[src/rtl/line_pkg.sv]
package line_pkg;
    typedef enum logic [1:0] {
        ST_IDLE  = 2'd0,
        ST_FETCH = 2'd1,
        ST_MERGE = 2'd2,
        ST_STEP  = 2'd3
    } lstate_e;
endpackage

[src/rtl/line_merge.sv]
// Per-bit three-input logic function: bit i of y = func[{a[i], b[i], c[i]}].
module line_merge #(
    parameter int DATA_W = 16
) (
    input  logic [7:0]        func,
    input  logic [DATA_W-1:0] a,
    input  logic [DATA_W-1:0] b,
    input  logic [DATA_W-1:0] c,
    output logic [DATA_W-1:0] y
);
    for (genvar i = 0; i < DATA_W; i++) begin : g_bit
        assign y[i] = func[{a[i], b[i], c[i]}];
    end
endmodule

[src/rtl/line_advance.sv]
// Combinational Bresenham position update. DATA_W must be a power of two so
// the pixel index wraps naturally.
module line_advance #(
    parameter int ADDR_W = 16,
    parameter int ERR_W  = 16,
    parameter int IDX_W  = 4
) (
    input  logic [2:0]              octant,
    input  logic [ADDR_W-1:0]       addr,
    input  logic [IDX_W-1:0]        idx,
    input  logic signed [ERR_W-1:0] err,
    input  logic signed [ERR_W-1:0] inc_straight,
    input  logic signed [ERR_W-1:0] inc_diag,
    input  logic [ADDR_W-1:0]       row_stride,
    output logic [ADDR_W-1:0]       addr_n,
    output logic [IDX_W-1:0]        idx_n,
    output logic signed [ERR_W-1:0] err_n,
    output logic                    vert
);
    localparam logic [IDX_W-1:0] IDX_TOP = {IDX_W{1'b1}};

    logic              diag;
    logic              horiz;
    logic              left;
    logic              up;
    logic [ADDR_W-1:0] addr_h;

    always_comb begin
        diag  = ~err[ERR_W-1];
        horiz = octant[2] | diag;
        left  = octant[2] ? octant[0] : octant[1];
        vert  = ~octant[2] | diag;
        up    = octant[2] ? octant[1] : octant[0];
        err_n = diag ? (err + inc_diag) : (err + inc_straight);

        idx_n  = idx;
        addr_h = addr;
        if (horiz) begin
            if (left) begin
                idx_n = idx - 1'b1;
                if (idx == '0) addr_h = addr - 1'b1;
            end else begin
                idx_n = idx + 1'b1;
                if (idx == IDX_TOP) addr_h = addr + 1'b1;
            end
        end

        if (vert) addr_n = up ? (addr_h - row_stride) : (addr_h + row_stride);
        else      addr_n = addr_h;
    end
endmodule

[src/rtl/line_stepper.sv]
module line_stepper
    import line_pkg::*;
#(
    parameter int DATA_W = 16,
    parameter int ADDR_W = 16,
    parameter int ERR_W  = 16,
    parameter int CNT_W  = 10,
    localparam int IDX_W = $clog2(DATA_W)
) (
    input  logic              clk,
    input  logic              rst_n,
    input  logic              start,
    input  logic [2:0]        octant,
    input  logic              one_dot,
    input  logic [ERR_W-2:0]  err_init,
    input  logic [ERR_W-1:0]  inc_straight,
    input  logic [ERR_W-1:0]  inc_diag,
    input  logic [ADDR_W-1:0] row_stride,
    input  logic [ADDR_W-1:0] start_addr,
    input  logic [IDX_W-1:0]  start_bit,
    input  logic [CNT_W-1:0]  pixel_count,
    input  logic [7:0]        func,
    output logic              mem_rd,
    output logic              mem_wr,
    output logic [ADDR_W-1:0] mem_addr,
    output logic [DATA_W-1:0] mem_wdata,
    input  logic [DATA_W-1:0] mem_rdata,
    output logic              busy,
    output logic              done,
    output logic              zero_flag
);
    localparam logic [DATA_W-1:0] MSB_ONE  = {1'b1, {(DATA_W-1){1'b0}}};
    localparam logic [CNT_W-1:0]  CNT_LAST = CNT_W'(1);

    lstate_e state_q, state_d;

    // Latched line description
    logic [2:0]              oct_q;
    logic                    one_dot_q;
    logic signed [ERR_W-1:0] inc_s_q;
    logic signed [ERR_W-1:0] inc_d_q;
    logic [ADDR_W-1:0]       stride_q;
    logic [7:0]              func_q;

    // Walking position
    logic [ADDR_W-1:0]       addr_q;
    logic [IDX_W-1:0]        idx_q;
    logic signed [ERR_W-1:0] err_q;
    logic [CNT_W-1:0]        cnt_q;
    logic                    draw_q;

    logic [ADDR_W-1:0]       addr_n;
    logic [IDX_W-1:0]        idx_n;
    logic signed [ERR_W-1:0] err_n;
    logic                    vert;
    logic                    draw_nxt;
    logic                    last_step;
    logic [DATA_W-1:0]       pix_mask;
    logic [DATA_W-1:0]       merged;

    line_advance #(
        .ADDR_W (ADDR_W),
        .ERR_W  (ERR_W),
        .IDX_W  (IDX_W)
    ) u_adv (
        .octant       (oct_q),
        .addr         (addr_q),
        .idx          (idx_q),
        .err          (err_q),
        .inc_straight (inc_s_q),
        .inc_diag     (inc_d_q),
        .row_stride   (stride_q),
        .addr_n       (addr_n),
        .idx_n        (idx_n),
        .err_n        (err_n),
        .vert         (vert)
    );

    assign pix_mask = MSB_ONE >> idx_q;

    line_merge #(.DATA_W(DATA_W)) u_merge (
        .func (func_q),
        .a    (pix_mask),
        .b    ({DATA_W{1'b1}}),
        .c    (mem_rdata),
        .y    (merged)
    );

    assign draw_nxt  = vert | (draw_q & ~one_dot_q);
    assign last_step = (cnt_q == CNT_LAST);

    // Next-state logic
    always_comb begin
        state_d = state_q;
        unique case (state_q)
            ST_IDLE:  if (start) state_d = ST_FETCH;
            ST_FETCH: state_d = ST_MERGE;
            ST_MERGE: state_d = ST_STEP;
            ST_STEP: begin
                if (last_step)     state_d = ST_IDLE;
                else if (draw_nxt) state_d = ST_FETCH;
                else               state_d = ST_STEP;
            end
        endcase
    end

    // State register
    always_ff @(posedge clk) begin
        if (!rst_n) state_q <= ST_IDLE;
        else        state_q <= state_d;
    end

    // Outputs
    always_comb begin
        mem_rd    = 1'b0;
        mem_wr    = 1'b0;
        busy      = 1'b1;
        mem_addr  = addr_q;
        mem_wdata = merged;
        unique case (state_q)
            ST_IDLE:  busy   = 1'b0;
            ST_FETCH: mem_rd = 1'b1;
            ST_MERGE: mem_wr = 1'b1;
            ST_STEP:  ;
        endcase
    end

    // Datapath
    always_ff @(posedge clk) begin
        if (!rst_n) begin
            oct_q     <= '0;
            one_dot_q <= 1'b0;
            inc_s_q   <= '0;
            inc_d_q   <= '0;
            stride_q  <= '0;
            func_q    <= '0;
            addr_q    <= '0;
            idx_q     <= '0;
            err_q     <= '0;
            cnt_q     <= '0;
            draw_q    <= 1'b0;
            done      <= 1'b0;
            zero_flag <= 1'b1;
        end else begin
            done <= 1'b0;
            unique case (state_q)
                ST_IDLE: begin
                    if (start) begin
                        oct_q     <= octant;
                        one_dot_q <= one_dot;
                        inc_s_q   <= inc_straight;
                        inc_d_q   <= inc_diag;
                        stride_q  <= row_stride;
                        func_q    <= func;
                        addr_q    <= start_addr;
                        idx_q     <= start_bit;
                        err_q     <= {err_init[ERR_W-2], err_init};
                        cnt_q     <= pixel_count;
                        draw_q    <= 1'b1;
                        zero_flag <= 1'b1;
                    end
                end
                ST_FETCH: ;
                ST_MERGE: begin
                    if (|merged) zero_flag <= 1'b0;
                end
                ST_STEP: begin
                    addr_q <= addr_n;
                    idx_q  <= idx_n;
                    err_q  <= err_n;
                    cnt_q  <= cnt_q - 1'b1;
                    draw_q <= draw_nxt;
                    if (last_step) done <= 1'b1;
                end
            endcase
        end
    end

    // Guards
    p_rmw_same_addr_r3: assert property (@(posedge clk) disable iff (!rst_n)
        mem_wr |-> ($past(mem_rd) && mem_addr == $past(mem_addr)));

    p_rd_wr_excl_r3: assert property (@(posedge clk) disable iff (!rst_n)
        !(mem_rd && mem_wr));

    p_done_at_end_r9: assert property (@(posedge clk) disable iff (!rst_n)
        $fell(busy) |-> done);

    p_done_single_r9: assert property (@(posedge clk) disable iff (!rst_n)
        done |=> !done);

    p_zero_clear_r10: assert property (@(posedge clk) disable iff (!rst_n)
        (mem_wr && mem_wdata != '0) |=> !zero_flag);

    p_busy_on_start_r2: assert property (@(posedge clk) disable iff (!rst_n)
        (!busy && start) |=> busy);
endmodule

[config.mk]
export PLATFORM = sky130hd
export DESIGN_NAME = line_stepper
export DESIGN_NICKNAME = d
export VERILOG_FILES = /design/src/rtl/line_pkg.sv /design/src/rtl/line_merge.sv /design/src/rtl/line_advance.sv /design/src/rtl/line_stepper.sv
export SDC_FILE = /design/constraint.sdc
export NUM_CORES = 1
export LEC_CHECK = 0
export ABC_AREA = 1
export CAP_MARGIN = 25
export CORE_ASPECT_RATIO = 0.6
export CORE_UTILIZATION = 35
export DETAILED_ROUTE_END_ITERATION = 8
export PLACE_DENSITY = 0.62
export SLEW_MARGIN = 20
export SYNTH_ARGS = -nofsm -noshare
export SYNTH_HDL_FRONTEND = slang
export SYNTH_HIERARCHICAL = 1
export SYNTH_SLANG_ARGS = --single-unit
[constraint.sdc]
create_clock -name clk -period 4 [get_ports clk]
set_input_delay 0.8 -clock clk [delete_from_list [all_inputs] [get_ports clk]]
set_output_delay 0.8 -clock clk [all_outputs]
set_load 0.03 [all_outputs]
---- Word level (Yosys, flattened, before mapping) ----
Index checks and enable logic that the tools add are counted.
operators by class
  shift-type cells ........................ 1
  eq/ne operators ......................... 8
  add/subtract/negate cells ............... 9
  magnitude comparators ................... 16
  bitwise gates (word level) .............. 7
  reduce and logical (&&, ||, !) cells .... 10
  multiplexer cells ....................... 63
operators by type and width
  kind                                                         count
  2-to-1 mux 16 bit                                            9
  less-than comparator 3 x 4 -> 1 bit (second input constant)  16
  case mux 16 bit (2 select lines)                             2
  adder 16 bit                                                 3
  binary-select mux 1 bit (select 2 bit)                       16
  2-to-1 mux 1 bit                                             24
  case mux 10 bit (2 select lines)                             1
  adder 16 x 1 -> 16 bit (second input constant)               1
  OR reduction 16 bit                                          1
  >> shifter 16 x 4 -> 16 bit (first input constant)           1
  subtractor 16 x 1 -> 16 bit (second input constant)          1
  subtractor 16 bit                                            1
  2-to-1 mux 4 bit                                             3
  == test 10 x 1 -> 1 bit (second input constant)              1
  2-to-1 mux 10 bit                                            1
  subtractor 10 x 1 -> 10 bit (second input constant)          1
  case mux 2 bit (4 select lines)                              1
  case mux 4 bit (2 select lines)                              1
  2-to-1 mux 2 bit                                             3
  AND reduction 2 bit                                          3
  AND reduction 3 bit                                          2
  adder 4 x 1 -> 4 bit (second input constant)                 1
  == test 2 bit (second input constant)                        2
  == test 4 bit (second input constant)                        1
  11 further kinds                                             18
storage, ports and cells
  output and inout bits ................... 37
  bits in registers ....................... 111
  bits of input ports ..................... 124
  word-level logic and storage cells ...... 128

---- Longest topological paths before layout ----
  depth after elaboration ................. 8
  mapped depth ............................ 25
  depth with buffers taken out ............ 25

---- By module ----
The synthesis kept the hierarchy.
by module, submodules not included
  module        sequential area each (µm²)  area each (µm²)  cells each  instances
  line_stepper  2,222.1                     4,485.6          607         1
  line_advance  0.0                         3,338.2          640         1
  line_merge    0.0                         1,403.8          336         1

---- Worst setup path after synthesis ----
Ideal clock, no wire load.
  path type ............................... reg2reg
  start ................................... reg addr_q[2], in the netlist mem_addr[2]
  end ..................................... reg addr_q[15], in the netlist mem_addr[15]
  buffers on the path ..................... 1
  stages on the path, launching flop included .. 21
  setup time .............................. 0.132 ns
  setup slack ............................. 1.018 ns
  period minus slack after synthesis ...... 2.982 ns
  required time ........................... 3.868 ns
  arrival time ............................ 2.849 ns
  path through ............................ dfxtp_1 -> clkbuf_2 -> nand2_1 -> nor2_1 -> nand3_1 -> o21ai_1 -> nand4_1 -> and2_1 -> ha_1 -> nand2_1 -> nor2_1 -> and2_1 -> nand2_1 -> nand2_1 -> nand3_1 -> nand2_1 -> nor2_1 -> nand2_1 -> nand2_1 -> a22oi_1 -> a21oi_1
between the ends
  word-level cells in the longest chain between the ends .. 8
  elaborated cells between the ends (all ways) .. 11
  classes of those cells .................. add/sub: 4; mux: 7
ends and longest elaborated chain
  element                                                                RTL line                                text
  start: declaration                                                     line_stepper.sv:46                      logic [ADDR_W-1:0] addr_q;
  start signal: assignment                                               line_stepper.sv:155                     addr_q <= start_addr;
  start signal: assignment                                               line_stepper.sv:168                     addr_q <= addr_n;
  adder 16 x 1 -> 16 bit or subtractor 16 x 1 -> 16 bit (tied branches)  line_advance.sv:44, line_advance.sv:41
  2-to-1 mux 16 bit, on equally long branches                            line_advance.sv:44, line_advance.sv:41
  2-to-1 mux 16 bit                                                      line_advance.sv:39                      if (left) begin
  2-to-1 mux 16 bit *                                                    line_advance.sv:38                      if (horiz) begin
  adder 16 bit or subtractor 16 bit (tied branches)                      line_advance.sv:48                      if (vert) addr_n = up ? (addr_h - row_stride) : (addr_h + row_stride);
  2-to-1 mux 16 bit                                                      line_advance.sv:48
  2-to-1 mux 16 bit *                                                    line_advance.sv:48
  net addr_n[15]                                                         line_stepper.sv:52                      logic [ADDR_W-1:0] addr_n;
  case mux 16 bit (2 select lines) *                                     line_stepper.sv:146                     unique case (state_q)
Mark *: on every way through the listed nets, which the timed path passes. The rest lies on a longest branch.
A chain may end at the register's enable or synchronous reset.

---- Final worst setup path ----
  start ................................... reg idx_q[1]
  end ..................................... reg addr_q[12], in the netlist mem_addr[12]
between the ends
  word-level cells in the longest chain between the ends .. 8
  elaborated cells between the ends (all ways) .. 11
  classes of those cells .................. add/sub: 2; eq/ne: 1; mux: 7; reduce/logical: 1
ends and longest elaborated chain
  element                                            RTL line                                text
  start: declaration                                 line_stepper.sv:47                      logic [IDX_W-1:0] idx_q;
  start signal: assignment                           line_stepper.sv:156                     idx_q <= start_bit;
  start signal: assignment                           line_stepper.sv:169                     idx_q <= idx_n;
  == test 4 bit or zero test 4 bit (tied branches)   line_advance.sv:44, line_advance.sv:41
  2-to-1 mux 16 bit, on equally long branches        line_advance.sv:44, line_advance.sv:41
  2-to-1 mux 16 bit *                                line_advance.sv:39
  2-to-1 mux 16 bit *                                line_advance.sv:38
  adder 16 bit or subtractor 16 bit (tied branches)  line_advance.sv:48
  2-to-1 mux 16 bit                                  line_advance.sv:48
  2-to-1 mux 16 bit *                                line_advance.sv:48
  net addr_n[12]                                     line_stepper.sv:52
  case mux 16 bit (2 select lines) *                 line_stepper.sv:146
Marked as above.

==> flow_summary.ini <==
[synthesis]
synth_enable_flop_cells = 0
yosysWarningCount = 6
most_area_consuming_cells_after_synthesis = sky130_fd_sc_hd__dfxtp_1 24%, sky130_fd_sc_hd__nand2_1 22%, sky130_fd_sc_hd__nor2_1 8.9%, sky130_fd_sc_hd__nand3_1 7.6%, sky130_fd_sc_hd__inv_1 5.6%
synthesis.area_sq_um = 9230
synth_cells = 1583
synth.ff_latch_count = 111
synthesis.area_per_instance_sq_um = 5.83
synth_largest_area_cell = sky130_fd_sc_hd__dfxtp_1
synth_top_flop_cell = sky130_fd_sc_hd__dfxtp_1
post-synth-top-area-fraction = 0.241
synth_cell_types = 44
synth-async-reset-ratio = 0
yosysSeqAreaShare = 0.241

[power]
p_leak_nw = 5.68
power_density_nw_per_um2 = 386
totalPowerFinal_mw = 4.45
vdd_drop_max_mv = 0.193

[setup_path]
worstPathRequired_ns = 4.25
reg2reg_from = idx_q[1]
r2r_cells = 17
worst_setup_sp_type = flip-flop
setup.worst_path.end_class = flip-flop
crit_start = idx_q[1]
worst-endpoint-arrival_ns = 3.92
r2r_end = mem_addr[12]
timing.reg2reg.setup_slack_ns = 0.33
timing.critical_path.fanout_max = 10
timing_worst_setup_path_type = flip-flop to flip-flop

[clock_network]
cts_max_level = 3
clock_latency_ns = 0.38
cts_sinks = 111
total_clock_buffers_created_by_cts = 9
path_clk_slew_ns = 0.08
cts.path.max_buffers = 2
cts.repair_timing.setup_buffer_count = 0
ctsRootBufferMaster = sky130_fd_sc_hd__clkbuf_16
clock_tree_from_tritoncts = yes
cts-resized-gates = 0
ctsHoldBuffers = 0

[timing]
relSlewSlack = 0.370
setup-violations-final = 0
final.setup.tns_ns = 0
period_share = 0.918
min_period_ns = 3.67
report.final.slew_viol_count = 0
rsz0062_at_grt = false
transition_at_the_pin_with_the_smallest_max_transition_slack_ns = 0.944
fin_worst_skew_ns = 0.0111
hold_viol = 0
fmax_ghz = 0.272

[die]
die_h_microns = 128
std_cell_rows = 45
dieArea_sq_um = 27000
ios = 161
initial_utilization = 0.361
placeableCoreArea_sq_um = 25600
die-width_microns = 212

[global_routing]
track_usage = 0.237
grt_remaining_overflow = 0
vias_in_the_first_global_route = 9145
antenna_violations_before_repair = 0
maximum_number_of_pins_on_one_net_before_global_route_repair = 67
first_pass_grt_wire_length_microns = 49800

[hold_path]
min_path_type = flip-flop to flip-flop
hold_path_end = zero_flag
timing.hold.worst_path_depth = 2
worstHoldStart = zero_flag

[drt]
dr_total_vias = 10469
drc_errors = 0
firstDrtPassIters = 6
totalWireLength_microns = 32000
ant_nets = 0
route.detailed.vias_per_inst = 4.95
dr.first_iter.drc_count = 892
routedWlPerCell_microns = 15.1

[placement]
io_buffers = 160
place_hpwl_microns = 24700
gp_congestion = 0.932

[layout]
finish.net_count = 1923
nFillCells = 2713
post_route_cells_drive_above_1_share = 0.0402
area_growth_pct = 24.9
antennaDiodeCount = 0

[status]
outcome = completed

[run]
max_cap_violations = 0
==> worst max-delay path by stage <==
| stage | end | slack (ns) |
|---|---|---|
| floorplan | mem_addr[15] | 1.02 |
| global placement | mem_addr[12] | 0.48 |
| detailed placement | mem_addr[12] | 0.45 |
| CTS | mem_addr[12] | 0.42 |
| global route | mem_addr[12] | 0.16 |
| finish | mem_addr[12] | 0.33 |
==> cell families (layout without fill, tap and decap cells) <==
logic type | count (synthesis) | count (layout) | share of synthesized area
AOI/OAI and AO/OA | 229 | 229 | 0.140
xor gates and xnor gates | 39 | 39 | 0.0370
adders and majority gates | 40 | 40 | 0.0567
buffers and inverters | 215 | 349 | 0.105
DFF | 111 | 111 | 0.241
muxes | 1 | 1 | 0.00108
other | 1 | 48 | 0.000406
and+or+nand+nor | 947 | 947 | 0.419
==> report_power, final <==
part / internal, mW / switching [mW]
sequential: 1.21 / 0.107
combinational: 0.787 / 1.35
clock: 0.466 / 0.533
==> sequential cells by signal, indices dropped and copies added (netlist names) <==
register / cells
err_q: 16
inc_d_q: 16
inc_s_q: 16
mem_addr: 16
stride_q: 16
cnt_q: 10
func_q: 8
idx_q: 4
oct_q: 3
state_q: 2
done: 1
draw_q: 1
one_dot_q: 1
zero_flag: 1
==> worst max-delay path, stage by stage (launching register included) <==
cell and delay (ns):
sky130_fd_sc_hd__dfxtp_1 0.52, sky130_fd_sc_hd__nand2_1 0.09, sky130_fd_sc_hd__nor2_1 0.20, sky130_fd_sc_hd__buf_4 0.16, sky130_fd_sc_hd__inv_1 0.07, sky130_fd_sc_hd__o31ai_1 0.40
sky130_fd_sc_hd__nand3_1 0.16, sky130_fd_sc_hd__and2_1 0.22, sky130_fd_sc_hd__ha_1 0.39, sky130_fd_sc_hd__a21oi_1 0.22, sky130_fd_sc_hd__nand2_1 0.14, sky130_fd_sc_hd__nand3_1 0.10
sky130_fd_sc_hd__nand3_1 0.13, sky130_fd_sc_hd__or2_2 0.30, sky130_fd_sc_hd__nand3_1 0.11, sky130_fd_sc_hd__nand2_1 0.08, sky130_fd_sc_hd__a22oi_1 0.17, sky130_fd_sc_hd__a21oi_1 0.10
==> placed cells by master (no fill, tap or decap), types with 3 or more instances in the layout <==
master,count
sky130_fd_sc_hd__nand3_1,140
sky130_fd_sc_hd__o21ai_1,9
sky130_fd_sc_hd__and2_1,5
sky130_fd_sc_hd__ha_1,37
sky130_fd_sc_hd__nor3_1,9
sky130_fd_sc_hd__inv_1,137
sky130_fd_sc_hd__xor2_1,26
sky130_fd_sc_hd__inv_2,15
sky130_fd_sc_hd__nand3b_1,7
sky130_fd_sc_hd__clkdlybuf4s50_1,159
sky130_fd_sc_hd__nor2_2,3
sky130_fd_sc_hd__dfxtp_1,111
sky130_fd_sc_hd__xnor2_1,13
sky130_fd_sc_hd__a31oi_1,18
sky130_fd_sc_hd__nand4_1,15
sky130_fd_sc_hd__buf_4,18
sky130_fd_sc_hd__fa_1,3
sky130_fd_sc_hd__a21o_1,5
sky130_fd_sc_hd__or2_2,8
sky130_fd_sc_hd__a22oi_1,22
sky130_fd_sc_hd__a21oi_1,63
sky130_fd_sc_hd__clkbuf_16,9
sky130_fd_sc_hd__conb_1,48
sky130_fd_sc_hd__clkinv_8,3
sky130_fd_sc_hd__o21ai_0,92
sky130_fd_sc_hd__o21bai_1,7
sky130_fd_sc_hd__nor2_1,220
sky130_fd_sc_hd__nand2_1,537
==> layout make-up <==
cell class / count / area (sq um) / share of cell area
Sequential cell: 111 / 2220 / 0.193
Inverter: 155 / 587 / 0.0509
Tap cell: 352 / 440 / 0.0382
Clock buffer: 9 / 225 / 0.0195
Timing Repair Buffer: 178 / 1730 / 0.150
Multi-Input combinational cell: 1304 / 6220 / 0.539
Clock inverter: 7 / 104 / 0.00901
==> layer usage <==
layer  track usage  wire [microns]  up-vias
li1              -               -     5369
met1         0.379           17100     4699
met2         0.308           11700      388
met3        0.0669            3090       13
met4        0.0332             201        0
met5             0               0        -
==> synth_stat cells, types with 3 or more instances <==
cell                       instances
sky130_fd_sc_hd__nor3_1            9
sky130_fd_sc_hd__fa_1              3
sky130_fd_sc_hd__buf_2            19
sky130_fd_sc_hd__o21bai_1          7
sky130_fd_sc_hd__nor2_2            3
sky130_fd_sc_hd__nand3_1         140
sky130_fd_sc_hd__nor2_1          220
sky130_fd_sc_hd__or2_2             8
sky130_fd_sc_hd__xnor2_1          13
sky130_fd_sc_hd__inv_2            16
sky130_fd_sc_hd__a22oi_1          22
sky130_fd_sc_hd__inv_1           137
sky130_fd_sc_hd__ha_1             37
sky130_fd_sc_hd__dfxtp_1         111
sky130_fd_sc_hd__nand2_1         537
sky130_fd_sc_hd__o21ai_1           9
sky130_fd_sc_hd__o21ai_0          92
sky130_fd_sc_hd__xor2_1           26
sky130_fd_sc_hd__and2_1            5
sky130_fd_sc_hd__a31oi_1          18
sky130_fd_sc_hd__buf_6            11
sky130_fd_sc_hd__clkbuf_1         18
sky130_fd_sc_hd__nand3b_1          7
sky130_fd_sc_hd__nand4_1          15
sky130_fd_sc_hd__buf_4            10
sky130_fd_sc_hd__a21o_1            5
sky130_fd_sc_hd__a21oi_1          63
==> metrics by stage <==
stage          instances  hold WS, ns  setup WS (ns)   util  cell area [sq um]
2_1_floorplan       1630        0.446           1.02      -               9400
3_3_place_gp        2100        0.449          0.478  0.438              11200
3_5_place_dp        2100        0.457          0.455  0.438              11200
4_1_cts             2116        0.478          0.421  0.451              11500
5_1_grt             2116        0.493          0.157  0.451              11500
6_report            2116        0.473          0.326  0.451              11500
Note: power is estimated with default switching activity, not from simulation.
